$ cat src/rtl/burst_col_pkg.sv
package burst_col_pkg;

    typedef enum logic [1:0] {
        ST_IDLE = 2'd0,
        ST_RUN  = 2'd1,
        ST_PAGE = 2'd2
    } bcg_state_e;

    typedef enum logic {
        ORD_SEQ = 1'b0,
        ORD_ILV = 1'b1
    } bcg_order_e;

    localparam logic [2:0] LEN_1    = 3'd0;
    localparam logic [2:0] LEN_2    = 3'd1;
    localparam logic [2:0] LEN_4    = 3'd2;
    localparam logic [2:0] LEN_8    = 3'd3;
    localparam logic [2:0] LEN_PAGE = 3'd7;

endpackage

$ cat src/rtl/bcg_len_decode.sv
module bcg_len_decode
    import burst_col_pkg::*;
#(
    parameter int COL_W = 9
) (
    input  logic [2:0]       code_i,
    input  logic             order_i,
    output logic [COL_W-1:0] mask_o,
    output logic             full_o
);
    localparam logic [COL_W-1:0] MASK_ALL = {COL_W{1'b1}};

    always_comb begin
        full_o = 1'b0;
        unique case (code_i)
            LEN_2:    mask_o = COL_W'(1);
            LEN_4:    mask_o = COL_W'(3);
            LEN_8:    mask_o = COL_W'(7);
            LEN_PAGE: begin
                if (order_i == ORD_ILV) begin
                    mask_o = COL_W'(7);
                end else begin
                    mask_o = MASK_ALL;
                    full_o = 1'b1;
                end
            end
            default:  mask_o = '0;
        endcase
    end

    always_comb begin
        assert (!full_o || order_i == ORD_SEQ)
            else $error("AST_PAGE_SEQ_ONLY");
    end
endmodule

$ cat src/rtl/bcg_addr_calc.sv
module bcg_addr_calc #(
    parameter int COL_W = 9
) (
    input  logic [COL_W-1:0] base_i,
    input  logic [COL_W-1:0] beat_i,
    input  logic [COL_W-1:0] mask_i,
    input  logic             ilv_i,
    output logic [COL_W-1:0] col_o
);
    logic [COL_W-1:0] low_seq;
    logic [COL_W-1:0] low_ilv;

    always_comb begin
        low_seq = COL_W'(base_i + beat_i);
        low_ilv = base_i ^ beat_i;
        col_o   = (base_i & ~mask_i) | ((ilv_i ? low_ilv : low_seq) & mask_i);
    end
endmodule

$ cat src/rtl/bcg_ctrl.sv
module bcg_ctrl
    import burst_col_pkg::*;
#(
    parameter int COL_W = 9
) (
    input  logic             clk,
    input  logic             rst_n,
    input  logic             launch_i,
    input  logic [COL_W-1:0] launch_col_i,
    input  logic [COL_W-1:0] dec_mask_i,
    input  logic             dec_full_i,
    input  logic             dec_ilv_i,
    input  logic             stop_i,
    input  logic [COL_W-1:0] calc_col_i,
    output logic [COL_W-1:0] base_n_o,
    output logic [COL_W-1:0] beat_n_o,
    output logic [COL_W-1:0] mask_n_o,
    output logic             ilv_n_o,
    output bcg_state_e       state_o,
    output logic [COL_W-1:0] col_o,
    output logic             valid_o,
    output logic             last_o
);
    bcg_state_e       state_q, state_n;
    logic [COL_W-1:0] base_q, beat_q, mask_q, col_q;
    logic             ilv_q, last_q, last_n;

    // next-state and datapath-next logic
    always_comb begin
        state_n  = state_q;
        base_n_o = base_q;
        beat_n_o = beat_q;
        mask_n_o = mask_q;
        ilv_n_o  = ilv_q;
        if (launch_i) begin
            state_n  = dec_full_i ? ST_PAGE : ST_RUN;
            base_n_o = launch_col_i;
            beat_n_o = '0;
            mask_n_o = dec_mask_i;
            ilv_n_o  = dec_ilv_i;
        end else begin
            unique case (state_q)
                ST_IDLE: state_n = ST_IDLE;
                ST_RUN: begin
                    if (stop_i || last_q) state_n = ST_IDLE;
                    else beat_n_o = beat_q + 1'b1;
                end
                ST_PAGE: begin
                    if (stop_i) state_n = ST_IDLE;
                    else beat_n_o = beat_q + 1'b1;
                end
                default: state_n = ST_IDLE;
            endcase
        end
        last_n = (state_n == ST_RUN) && (beat_n_o == mask_n_o);
    end

    // state register
    always_ff @(posedge clk) begin
        if (!rst_n) begin
            state_q <= ST_IDLE;
            base_q  <= '0;
            beat_q  <= '0;
            mask_q  <= '0;
            ilv_q   <= 1'b0;
            col_q   <= '0;
            last_q  <= 1'b0;
        end else begin
            state_q <= state_n;
            base_q  <= base_n_o;
            beat_q  <= beat_n_o;
            mask_q  <= mask_n_o;
            ilv_q   <= ilv_n_o;
            col_q   <= calc_col_i;
            last_q  <= last_n;
        end
    end

    // outputs
    always_comb begin
        state_o = state_q;
        valid_o = (state_q != ST_IDLE);
        col_o   = valid_o ? col_q : '0;
        last_o  = valid_o && last_q;
    end

    AST_RUN_BEAT_BOUND: assert property (@(posedge clk) disable iff (!rst_n)
        (state_q == ST_RUN) |-> (beat_q <= mask_q));
    AST_RUN_ENDS_AFTER_LAST: assert property (@(posedge clk) disable iff (!rst_n)
        (state_q == ST_RUN && last_q && !launch_i) |=> (state_q == ST_IDLE));
endmodule

$ cat src/rtl/burst_col_gen.sv
module burst_col_gen
    import burst_col_pkg::*;
#(
    parameter int COL_W = 9
) (
    input  logic             clk,
    input  logic             rst_n,
    input  logic             start_i,
    input  logic [COL_W-1:0] start_col_i,
    input  logic             intr_i,
    input  logic [COL_W-1:0] intr_col_i,
    input  logic [2:0]       len_code_i,
    input  logic             order_i,
    input  logic             stop_i,
    output logic [COL_W-1:0] col_o,
    output logic             valid_o,
    output logic             last_o
);
    logic             launch;
    logic [COL_W-1:0] launch_col;
    logic [COL_W-1:0] dec_mask;
    logic             dec_full;
    logic [COL_W-1:0] base_n, beat_n, mask_n, calc_col;
    logic             ilv_n;
    bcg_state_e       state;

    assign launch     = start_i | intr_i;
    assign launch_col = intr_i ? intr_col_i : start_col_i;

    bcg_len_decode #(.COL_W(COL_W)) u_dec (
        .code_i  (len_code_i),
        .order_i (order_i),
        .mask_o  (dec_mask),
        .full_o  (dec_full)
    );

    bcg_ctrl #(.COL_W(COL_W)) u_ctrl (
        .clk          (clk),
        .rst_n        (rst_n),
        .launch_i     (launch),
        .launch_col_i (launch_col),
        .dec_mask_i   (dec_mask),
        .dec_full_i   (dec_full),
        .dec_ilv_i    (order_i),
        .stop_i       (stop_i),
        .calc_col_i   (calc_col),
        .base_n_o     (base_n),
        .beat_n_o     (beat_n),
        .mask_n_o     (mask_n),
        .ilv_n_o      (ilv_n),
        .state_o      (state),
        .col_o        (col_o),
        .valid_o      (valid_o),
        .last_o       (last_o)
    );

    bcg_addr_calc #(.COL_W(COL_W)) u_calc (
        .base_i (base_n),
        .beat_i (beat_n),
        .mask_i (mask_n),
        .ilv_i  (ilv_n),
        .col_o  (calc_col)
    );

    AST_LAUNCH_GIVES_BEAT: assert property (@(posedge clk) disable iff (!rst_n)
        launch |=> valid_o);
    AST_LAUNCH_COL: assert property (@(posedge clk) disable iff (!rst_n)
        launch |=> (col_o == $past(launch_col)));
    AST_STOP_ENDS: assert property (@(posedge clk) disable iff (!rst_n)
        (stop_i && !launch) |=> !valid_o);
    AST_PAGE_NO_LAST: assert property (@(posedge clk) disable iff (!rst_n)
        (state == ST_PAGE) |-> !last_o);
    AST_PAGE_STEP: assert property (@(posedge clk) disable iff (!rst_n)
        (state == ST_PAGE && !launch && !stop_i) |=>
        (col_o == COL_W'($past(col_o) + 1'b1)));
    AST_IDLE_ZERO: assert property (@(posedge clk) disable iff (!rst_n)
        !valid_o |-> (col_o == '0 && !last_o));
endmodule

$ cat config.mk
export PLATFORM = sky130hd
export DESIGN_NAME = burst_col_gen
export DESIGN_NICKNAME = d
export VERILOG_FILES = /design/src/rtl/burst_col_pkg.sv /design/src/rtl/bcg_len_decode.sv /design/src/rtl/bcg_addr_calc.sv /design/src/rtl/bcg_ctrl.sv /design/src/rtl/burst_col_gen.sv
export SDC_FILE = /design/constraint.sdc
export NUM_CORES = 1
export LEC_CHECK = 0
export ABC_AREA = 1
export BUFFER_PORTS_ARGS = -buffer_cell sky130_fd_sc_hd__buf_2
export CAP_MARGIN = 20
export CELL_PAD_IN_SITES_DETAIL_PLACEMENT = 1
export CELL_PAD_IN_SITES_GLOBAL_PLACEMENT = 1
export CORE_ASPECT_RATIO = 0.7
export CORE_MARGIN = 2
export CORE_UTILIZATION = 40
export CTS_CLUSTER_SIZE = 28
export DETAILED_ROUTE_END_ITERATION = 8
export GPL_TIMING_DRIVEN = 0
export PLACE_DENSITY = 0.89
export SYNTH_ARGS = -nofsm -noshare
export SYNTH_HDL_FRONTEND = slang
export SYNTH_HIERARCHICAL = 1
export SYNTH_SLANG_ARGS = --single-unit
$ cat constraint.sdc
create_clock -name clk -period 3.3 [get_ports clk]
set_input_delay 0.33 -clock clk [delete_from_list [all_inputs] [get_ports clk]]
set_output_delay 0.33 -clock clk [all_outputs]
set_load 0.03 [all_outputs]
==> impl_metrics.json, run 1 <==
{
  "status": "finished clean",
  "synth_edf_count": 0,
  "fin_crit_sh": 0.925,
  "yosysTopAreaCell": "dfxtp_1",
  "synth.area.top_cells": "dfxtp_1 (29%), nand2_1 (23%), inv_1 (9.3%), nor2_1 (6.3%), ha_1 (5.4%)",
  "final-hold-violation-count": 0,
  "crit_type": "input pin to flip-flop",
  "p_total_mw": 1.11,
  "setup_ws_ns": 0.246,
  "fmax_mhz": 327,
  "die_x_um": 103,
  "ant_nets": 0,
  "grt_max_degree": 13,
  "grt_remaining_overflow": 0,
  "yosys.area.top_type_share": 0.291,
  "initial_core_util": 0.410,
  "synth-seq-area-share": 0.291,
  "core_um2": 6730,
  "synthFlopType": "dfxtp_1",
  "fin_area_um2": 3150,
  "wire_per_inst_um": 13.4,
  "holdWs_ns": 0.345,
  "drtPass1Iterations": 4,
  "ys_types": 35,
  "fillers": 961,
  "rows": 25,
  "dpl.hpwl_um": 6580,
  "drv_cap": 0,
  "cts.path.max_buffers": 2,
  "wirelength_um": 8010,
  "root_buffer": "clkbuf_8",
  "cts.sinks": 40,
  "placed_area_um2": 3050,
  "fin_crit_ns": 3.05,
  "hold_class": "input pin to flip-flop",
  "slew_violations": 0,
  "setup-tns-final_ns": 0,
  "clkTransAtPathRegs_ns": 0.08,
  "rsz0062_at_grt": "no",
  "n_antenna_cell": 0,
  "finalWeightedCongestion": 0.885,
  "cts_made_buffers": 5,
  "antenna_found_initial": 0,
  "synth_area_um2": 2760,
  "final_core_util": 0.468,
  "ys_ff_latch": 40,
  "setup_viol": 0,
  "clk_latency_ns": 0.30,
  "grt_pass1_wl_um": 13200,
  "cts_max_level": 2,
  "dpl.cell_count": 589,
  "area_growth_pct": 14.1,
  "first_iter_violations": 86,
  "ctsResizeCount": 0,
  "crit_arrival_ns": 3.30,
  "syn-num-nets": 499,
  "worstMarginPinSlew_ns": 0.690,
  "ctsHoldBuffers": 0,
  "cts_setup_buffers": 0,
  "first_global_vias": 2817,
  "num_io_pins": 38,
  "portBuffers": 36,
  "finalNonFillerCells": 596,
  "synth_common_cells": "nand2_1 (167), inv_1 (68), nor2_1 (46), dfxtp_1 (40), nand3_1 (26)",
  "startpoint_type": "input pin",
  "cts_tree": "built",
  "num_vias": 2843,
  "place_ws_ns": -0.215,
  "dieArea_um2": 7580,
  "slew_headroom": 0.537,
  "cellLeakagePower_nw": 1.78,
  "viasPerCell": 4.77,
  "dieHeight_um": 73.5,
  "power_density_nw_per_um2": 352,
  "fin_nets": 541,
  "yosysMostFrequentCell": "nand2_1",
  "ir_worst_vdd_uv": 163,
  "avgSynthCellArea_um2": 6.01,
  "drc": 0,
  "worst_setup_path_end_kind": "flip-flop",
  "grt_usage": 0.227,
  "fin_worst_skew_ns": 0.00703,
  "layout-drive-gt1-share": 0.163,
  "async_flop_share": 0,
  "ys.warnings.count": 6,
  "synthCells": 459,
  "cp.required_ns": 3.55,
  "path_max_fanout": 17
}
[registers in the layout, summed over array words and instances, names as in the netlist]
| signal | cells |
|---|---|
| u_ctrl/base_q | 9 |
| u_ctrl/beat_q | 9 |
| u_ctrl/col_q | 9 |
| u_ctrl/mask_q | 9 |
| u_ctrl/state_o | 2 |
| u_ctrl/ilv_q | 1 |
| u_ctrl/last_q | 1 |
[report_power, final]
part	switching (mW)	internal, mW
Sequential	0.00665	0.508
Clock	0.176	0.167
Combinational	0.167	0.0833
Total	0.350	0.758
[logic make-up (layout without fill, tap and decap cells)]
family	count (synthesis)	after routing	synth area share
compound gates	40	40	0.0803
xor+xnor	3	3	0.00953
fa+ha+maj	13	13	0.0617
buf+inv	91	134	0.137
flops	40	40	0.291
mux	1	1	0.00409
simple gates	271	271	0.417
[placed cells by master, fill, tap and decap left out, types with 2 or more instances in the layout]
cell type  count
ha_1          12
clkinv_2       3
dfxtp_1       40
nand3b_1       3
inv_2          5
nand2_2        3
a21oi_2        2
nand4_1        6
nor3_2         2
buf_4          6
nand2_1      167
clkbuf_8       6
o21ai_0        9
nor2_1        46
nand3_1       26
a21oi_1       20
o21ai_1        5
or2_2          5
clkbuf_1       4
or2_1          4
xor2_1         2
buf_2         39
inv_1         68
nor2_2         5
[routing by layer]
layer / vias up / GRT usage / part of all wire
met4: 0 / 0.0643 / 0.017
met5: - / 0 / 0
li1: 1472 / - / -
met3: 9 / 0.0495 / 0.065
met1: 1291 / 0.316 / 0.49
met2: 71 / 0.356 / 0.43
[layout make-up]
| type | count | area (um^2) | area share |
|---|---|---|---|
| Buffer | 16 | 97.6 | 0.0310 |
| Clock buffer | 6 | 82.6 | 0.0263 |
| Inverter | 74 | 279 | 0.0887 |
| Timing Repair Buffer | 36 | 180 | 0.0573 |
| Multi-Input combinational cell | 328 | 1580 | 0.502 |
| Tap cell | 94 | 118 | 0.0374 |
| Clock inverter | 2 | 10.0 | 0.00318 |
| Sequential cell | 40 | 801 | 0.255 |
[path summary, 6_finish.rpt]
path                           end  slack (ns)               from  depth (start not counted)
hold reg to reg   u_ctrl/base_q[3]        0.47   u_ctrl/base_q[3]                          2
hold / removal        u_ctrl/ilv_q        0.35            order_i                          3
setup / recovery   u_ctrl/col_q[4]        0.25             intr_i                         19
setup reg to reg   u_ctrl/col_q[4]        0.39  u_ctrl/state_o[0]                         19
[critical path: stages]
cell and delay (ns):
buf_2 0.12, buf_6 0.13, or2_1 0.30, clkinv_2 0.22
clkbuf_4 0.26, buf_2 0.24, nand2_1 0.10, nand2_1 0.10
ha_1 0.18, inv_1 0.06, fa_1 0.38, inv_1 0.07
nand2_1 0.05, nand2_1 0.14, nand2_1 0.10, xor2_1 0.15
a21oi_1 0.21, nand2_1 0.09, inv_1 0.06
(Power assumes the default switching activity.)
==> run 2, diff against run 1 <==
--- a/config.mk
+++ b/config.mk
@@ -8,11 +8,9 @@
 export ABC_AREA = 1
 export BUFFER_PORTS_ARGS = -buffer_cell sky130_fd_sc_hd__buf_2
 export CAP_MARGIN = 20
-export CELL_PAD_IN_SITES_DETAIL_PLACEMENT = 1
-export CELL_PAD_IN_SITES_GLOBAL_PLACEMENT = 1
 export CORE_ASPECT_RATIO = 0.7
 export CORE_MARGIN = 2
-export CORE_UTILIZATION = 40
+export CORE_UTILIZATION = 58
 export CTS_CLUSTER_SIZE = 28
 export DETAILED_ROUTE_END_ITERATION = 8
 export GPL_TIMING_DRIVEN = 0
==> run 2 against run 1 <==
Combinational power shrank 4%. First-iteration DRC count is 140% higher. Maximum frequency grew 0.77%. Sequential share of layout area rose by 0.29 points. Via count grew 0.42%. Clock skew rose by 0.0018 ns. Critical path type unchanged. Largest cell class unchanged.
==> impl_metrics.json, run 2 (synthesis results as in run 1) <==
{
  "finalNonFillerCells": 557,
  "multi_input_area_um2": 1580,
  "cp-endpoint": "u_ctrl/col_q[8]",
  "fin_crit_sh": 0.918,
  "initial_core_util": 0.619,
  "dieHeight_um": 61.7,
  "worstMarginPinSlew_ns": 0.520,
  "ir_worst_vdd_uv": 263,
  "dpl.hpwl_um": 5370,
  "drtPass1Iterations": 5,
  "cts_max_level": 2,
  "p_switching_mw": 0.340,
  "pwr-share-seq": 0.445,
  "p_int_mw": 0.815,
  "fin_nets": 541,
  "drc": 0,
  "fin_crit_ns": 3.03,
  "num_io_pins": 38,
  "fmax_mhz": 330,
  "power_density_nw_per_um2": 372,
  "grt_remaining_overflow": 0,
  "layout-drive-gt1-share": 0.161,
  "wirelength_um": 6870,
  "first_global_vias": 2626,
  "fin_worst_skew_ns": 0.00883,
  "path_max_fanout": 17,
  "cts.sinks": 40,
  "wire_per_inst_um": 12.3,
  "fillers": 403,
  "grt_max_degree": 13,
  "reg2reg_to": "u_ctrl/col_q[8]",
  "status": "finished clean",
  "cts_made_buffers": 5,
  "rrSetupSlack_ns": 0.50,
  "r2r_cells": 21,
  "root_buffer": "clkbuf_8",
  "rows": 20,
  "n_antenna_cell": 0,
  "final-hold-violation-count": 0,
  "clkTransAtPathRegs_ns": 0.08,
  "startpoint_type": "input pin",
  "drv_cap": 0,
  "viasPerCell": 5.13,
  "dpl.cell_count": 550,
  "final_core_util": 0.698,
  "crit_type": "input pin to flip-flop",
  "swShare": 0.294,
  "setup_viol": 0,
  "portBuffers": 36,
  "antenna_found_initial": 0,
  "worst_setup_path_end_kind": "flip-flop",
  "startpoint": "intr_i",
  "core_um2": 4450,
  "cts.path.max_buffers": 2,
  "die_x_um": 86.4,
  "setup_ws_ns": 0.269,
  "ctsHoldBuffers": 0,
  "cellLeakagePower_nw": 1.78,
  "p_clk_frac": 0.346,
  "finalWeightedCongestion": 0.919,
  "final_common_cell": "nand2_1",
  "seq_area_um2": 801,
  "area_growth_pct": 12.8,
  "rsz0062_at_grt": "no",
  "cp.required_ns": 3.50,
  "grt_usage": 0.280,
  "cts_tree": "built",
  "slew_headroom": 0.651,
  "num_vias": 2855,
  "slew_violations": 0,
  "p_total_mw": 1.16,
  "hold_class": "input pin to flip-flop",
  "ant_nets": 0,
  "grt_pass1_wl_um": 11400,
  "crit_arrival_ns": 3.23,
  "place_ws_ns": -0.0680,
  "pwr-share-comb": 0.208,
  "timing.rr.start": "u_ctrl/state_o[0]",
  "clk_latency_ns": 0.30,
  "final_cell_mix": "nand2_1 (167), inv_1 (68), nor2_1 (46)",
  "first_iter_violations": 208,
  "dieArea_um2": 5330
}
## run 2: critical path, stage by stage
cell and delay, ns:
buf_2 0.12, buf_6 0.13, or2_1 0.29, inv_2 0.24
clkbuf_4 0.27, buf_2 0.24, nand2_1 0.09, nand2_1 0.10
ha_1 0.21, inv_1 0.07, fa_1 0.38, inv_1 0.06
nand2_1 0.04, nand2_1 0.10, nand3_1 0.10, nand3_1 0.12
nand3_1 0.09, nand2_1 0.06, nand2_1 0.05, nand2_1 0.06
inv_1 0.05
## run 2: area by class of cell
| class | count | area share |
|---|---|---|
| clock buffer | 6 | 0.0233 |
| tap | 55 | 0.0221 |
| timing repair buffer | 36 | 0.0579 |
| clock inverter | 2 | 0.0113 |
| sequential | 40 | 0.257 |
| inverter | 74 | 0.0893 |
| buffer | 16 | 0.0314 |
| multi-input combinational | 328 | 0.507 |
## run 2: worst min-delay path by stage
stage	startpoint	to	slack (ns)	depth (start not counted)
detailed placement	u_ctrl/base_q[8]	u_ctrl/base_q[8]	0.46	2
floorplan	u_ctrl/base_q[8]	u_ctrl/base_q[8]	0.45	2
global route	order_i	u_ctrl/ilv_q	0.37	3
global placement	u_ctrl/base_q[8]	u_ctrl/base_q[8]	0.46	2
CTS	order_i	u_ctrl/ilv_q	0.36	3
finish	order_i	u_ctrl/ilv_q	0.36	3
## run 2: per-stage QoR
step	TNS [ns]	hold WS, ns	instance area [um^2]
4_1_cts	0	0.355	3110
5_1_grt	0	0.372	3110
2_1_floorplan	0	0.447	2760
3_5_place_dp	-0.162	0.460	3010
3_3_place_gp	0	0.456	3010
6_report	0	0.360	3110
## run 2: power groups by stage
stage | sequential [mW] | combinational [mW] | clock (mW)
floorplan | 0.524 | 0.172 | 0
global placement | 0.525 | 0.228 | 0
CTS | 0.514 | 0.239 | 0.403
finish | 0.515 | 0.240 | 0.400
global route | 0.517 | 0.269 | 0.433
detailed placement | 0.526 | 0.237 | 0
## run 2: routing by layer
layer / GRT usage / routed length, um
met2: 0.495 / 3110
met5: 0 / 0
met3: 0.0684 / 560
met4: 0.0759 / 74
met1: 0.349 / 3130
## run 2: what timing repair did
| action | in CTS | in global routing |
|---|---|---|
| gates resized for setup | 0 | 1 |
| setup buffers | 0 | 0 |
| endpoints found under the setup margin | 0 | 2 |
==> run 3, diff against run 2 <==
--- a/config.mk
+++ b/config.mk
@@ -9,12 +9,13 @@
 export BUFFER_PORTS_ARGS = -buffer_cell sky130_fd_sc_hd__buf_2
 export CAP_MARGIN = 20
 export CORE_ASPECT_RATIO = 0.7
-export CORE_MARGIN = 2
+export CORE_MARGIN = 4
 export CORE_UTILIZATION = 58
 export CTS_CLUSTER_SIZE = 28
 export DETAILED_ROUTE_END_ITERATION = 8
 export GPL_TIMING_DRIVEN = 0
 export PLACE_DENSITY = 0.89
+export REMOVE_ABC_BUFFERS = 1
 export SYNTH_ARGS = -nofsm -noshare
 export SYNTH_HDL_FRONTEND = slang
 export SYNTH_HIERARCHICAL = 1
==> run 3 against run 2 <==
Sequential share of layout area grew 0.60 points. First-iteration DRC count grew 31%. Routed wire length shrank 6.5%. Largest power group unchanged. Maximum frequency grew 0.75%. Critical path type unchanged. Hold slack lost 0.044 ns.
==> impl_metrics.json, run 3 (synthesis results as in run 1) <==
{
  "worstMarginPinSlew_ns": 1.03,
  "cp.required_ns": 3.55,
  "clkTransAtPathRegs_ns": 0.08,
  "dieArea_um2": 5940,
  "grt_remaining_overflow": 0,
  "crit_type": "input pin to flip-flop",
  "fillers": 401,
  "ir_worst_vdd_uv": 342,
  "timing.rr.start": "u_ctrl/state_o[0]",
  "fin_nets": 526,
  "rrSetupSlack_ns": 0.45,
  "finalWeightedCongestion": 0.920,
  "clk_latency_ns": 0.30,
  "place_ws_ns": -0.0940,
  "reg2reg_to": "u_ctrl/col_q[4]",
  "r2r_cells": 19,
  "ctsHoldBuffers": 0,
  "drv_cap": 0,
  "slowest_delay_ns": 0.56,
  "path_max_fanout": 35,
  "slew_headroom": 0.310,
  "rows": 20,
  "final-hold-violation-count": 0,
  "drc": 0,
  "p_total_mw": 1.19,
  "cellLeakagePower_nw": 1.74,
  "wirelength_um": 6420,
  "ant_nets": 0,
  "final_core_util": 0.682,
  "grt_usage": 0.223,
  "crit_slowest_cell": "or2_1",
  "n_antenna_cell": 0,
  "cts_tree": "built",
  "fin_worst_skew_ns": 0.0109,
  "worstPathCellList": "buf_2, or2_1, inv_4, nand2_1, nand2_1, ha_1, inv_1, fa_1, inv_1, nand2_1, nand2_1, nand2_1, xor2_1, a21oi_1, nand2_1, inv_1",
  "hold_class": "input pin to flip-flop",
  "final_cell_mix": "nand2_1 (167), inv_1 (68), nor2_1 (46)",
  "cts_made_buffers": 5,
  "setup_ws_ns": 0.292,
  "wire_per_inst_um": 11.8,
  "rsz0062_at_grt": "no",
  "power_density_nw_per_um2": 391,
  "setup_viol": 0,
  "num_io_pins": 38,
  "layout-drive-gt1-share": 0.148,
  "cts.sinks": 40,
  "status": "finished clean",
  "crit_top_cell": "nand2_1",
  "first_global_vias": 2422,
  "startpoint": "intr_i",
  "fin_crit_sh": 0.912,
  "cts_setup_buffers": 0,
  "num_vias": 2774,
  "dieHeight_um": 65.7,
  "viasPerCell": 5.12,
  "dpl.hpwl_um": 4880,
  "fmax_mhz": 332,
  "core_um2": 4450,
  "whs_path_depth": 3,
  "initial_core_util": 0.619,
  "root_buffer": "clkbuf_8",
  "slew_violations": 0,
  "worst_setup_path_end_kind": "flip-flop",
  "antenna_found_initial": 0,
  "die_x_um": 90.4,
  "drtPass1Iterations": 5,
  "fin_crit_ns": 3.01,
  "portBuffers": 37,
  "cp_num_buf_inv": 5,
  "cts.path.max_buffers": 2,
  "cpLargestDelayFamily": "simple AND/OR/NAND/NOR gates",
  "grt_pass1_wl_um": 10600,
  "final_common_cell": "nand2_1",
  "cts_max_level": 2,
  "area_growth_pct": 10.3,
  "holdPathEnd": "u_ctrl/col_q[8]",
  "first_iter_violations": 272,
  "crit_arrival_ns": 3.26,
  "hp-start": "rst_n",
  "startpoint_type": "input pin",
  "grt_max_degree": 36
}
-- run 3: stage by stage --
step	std cells	hold WS (ns)	setup TNS, ns	instance area (um^2)
after floorplan	442	0.423	0	2660
after global placement	534	0.456	-0.0959	2910
after detailed placement	534	0.461	-0.242	2910
after CTS	542	0.311	0	3040
after global routing	542	0.325	0	3040
final	542	0.317	0	3040
-- run 3: where the power goes --
group	switching [mW]	leakage [nW]	total, mW	internal, mW
clock network	0.176	0.0645	0.443	0.267
registers	0.00656	0.328	0.514	0.508
logic	0.154	1.34	0.231	0.0774
total	0.337	1.74	1.19	0.852
-- run 3: timing repair --
| action | 4_1_cts | 5_1_grt |
|---|---|---|
| gates resized for setup | 0 | 2 |
| setup endpoints to repair | 0 | 3 |
| endpoints found under the hold margin | 0 | 0 |
-- run 3: worst max path at each step --
| stage | to | slack [ns] | cells past startpoint |
|---|---|---|---|
| floorplan | u_ctrl/col_q[8] | 0.69 | 17 |
| global placement | u_ctrl/col_q[8] | -0.04 | 18 |
| detailed placement | u_ctrl/col_q[8] | -0.09 | 18 |
| CTS | u_ctrl/col_q[4] | 0.19 | 16 |
| global route | u_ctrl/col_q[4] | 0.08 | 16 |
| finish | u_ctrl/col_q[4] | 0.29 | 16 |
-- run 3: per-layer routing --
layer  track usage  part of all wire  wire [um]  up-vias
li1              -                 -          -     1448
met1         0.290              0.47       3010     1233
met2         0.372              0.46       2930       86
met3        0.0492             0.068        438        7
met4        0.0706            0.0069         44        0
met5             0                 0          0        -
-- run 3: worst register-to-register path, stage by stage (launching register included) --
cell,delay [ns]
dfxtp_1,0.31
inv_1,0.10
ha_1,0.25
nand2_1,0.13
nand2_4,0.13
nand2_2,0.12
nand2_2,0.10
nand3_2,0.09
inv_1,0.08
ha_1,0.17
inv_1,0.06
fa_1,0.41
inv_1,0.07
nand2_1,0.04
nand2_1,0.11
nand2_1,0.09
xor2_1,0.16
a21oi_1,0.25
nand2_1,0.09
inv_1,0.05
-- run 3: final cells by class --
type                    instances  area, um^2  share of cell area
clock buffers                   7        96.3              0.0317
flip-flops and latches         40         801               0.263
inverters                      74         280              0.0922
multi-input cells             328        1580               0.519
repair buffers                 37         185              0.0609
clock inverters                 1        30.0             0.00988
well taps                      55        68.8              0.0226
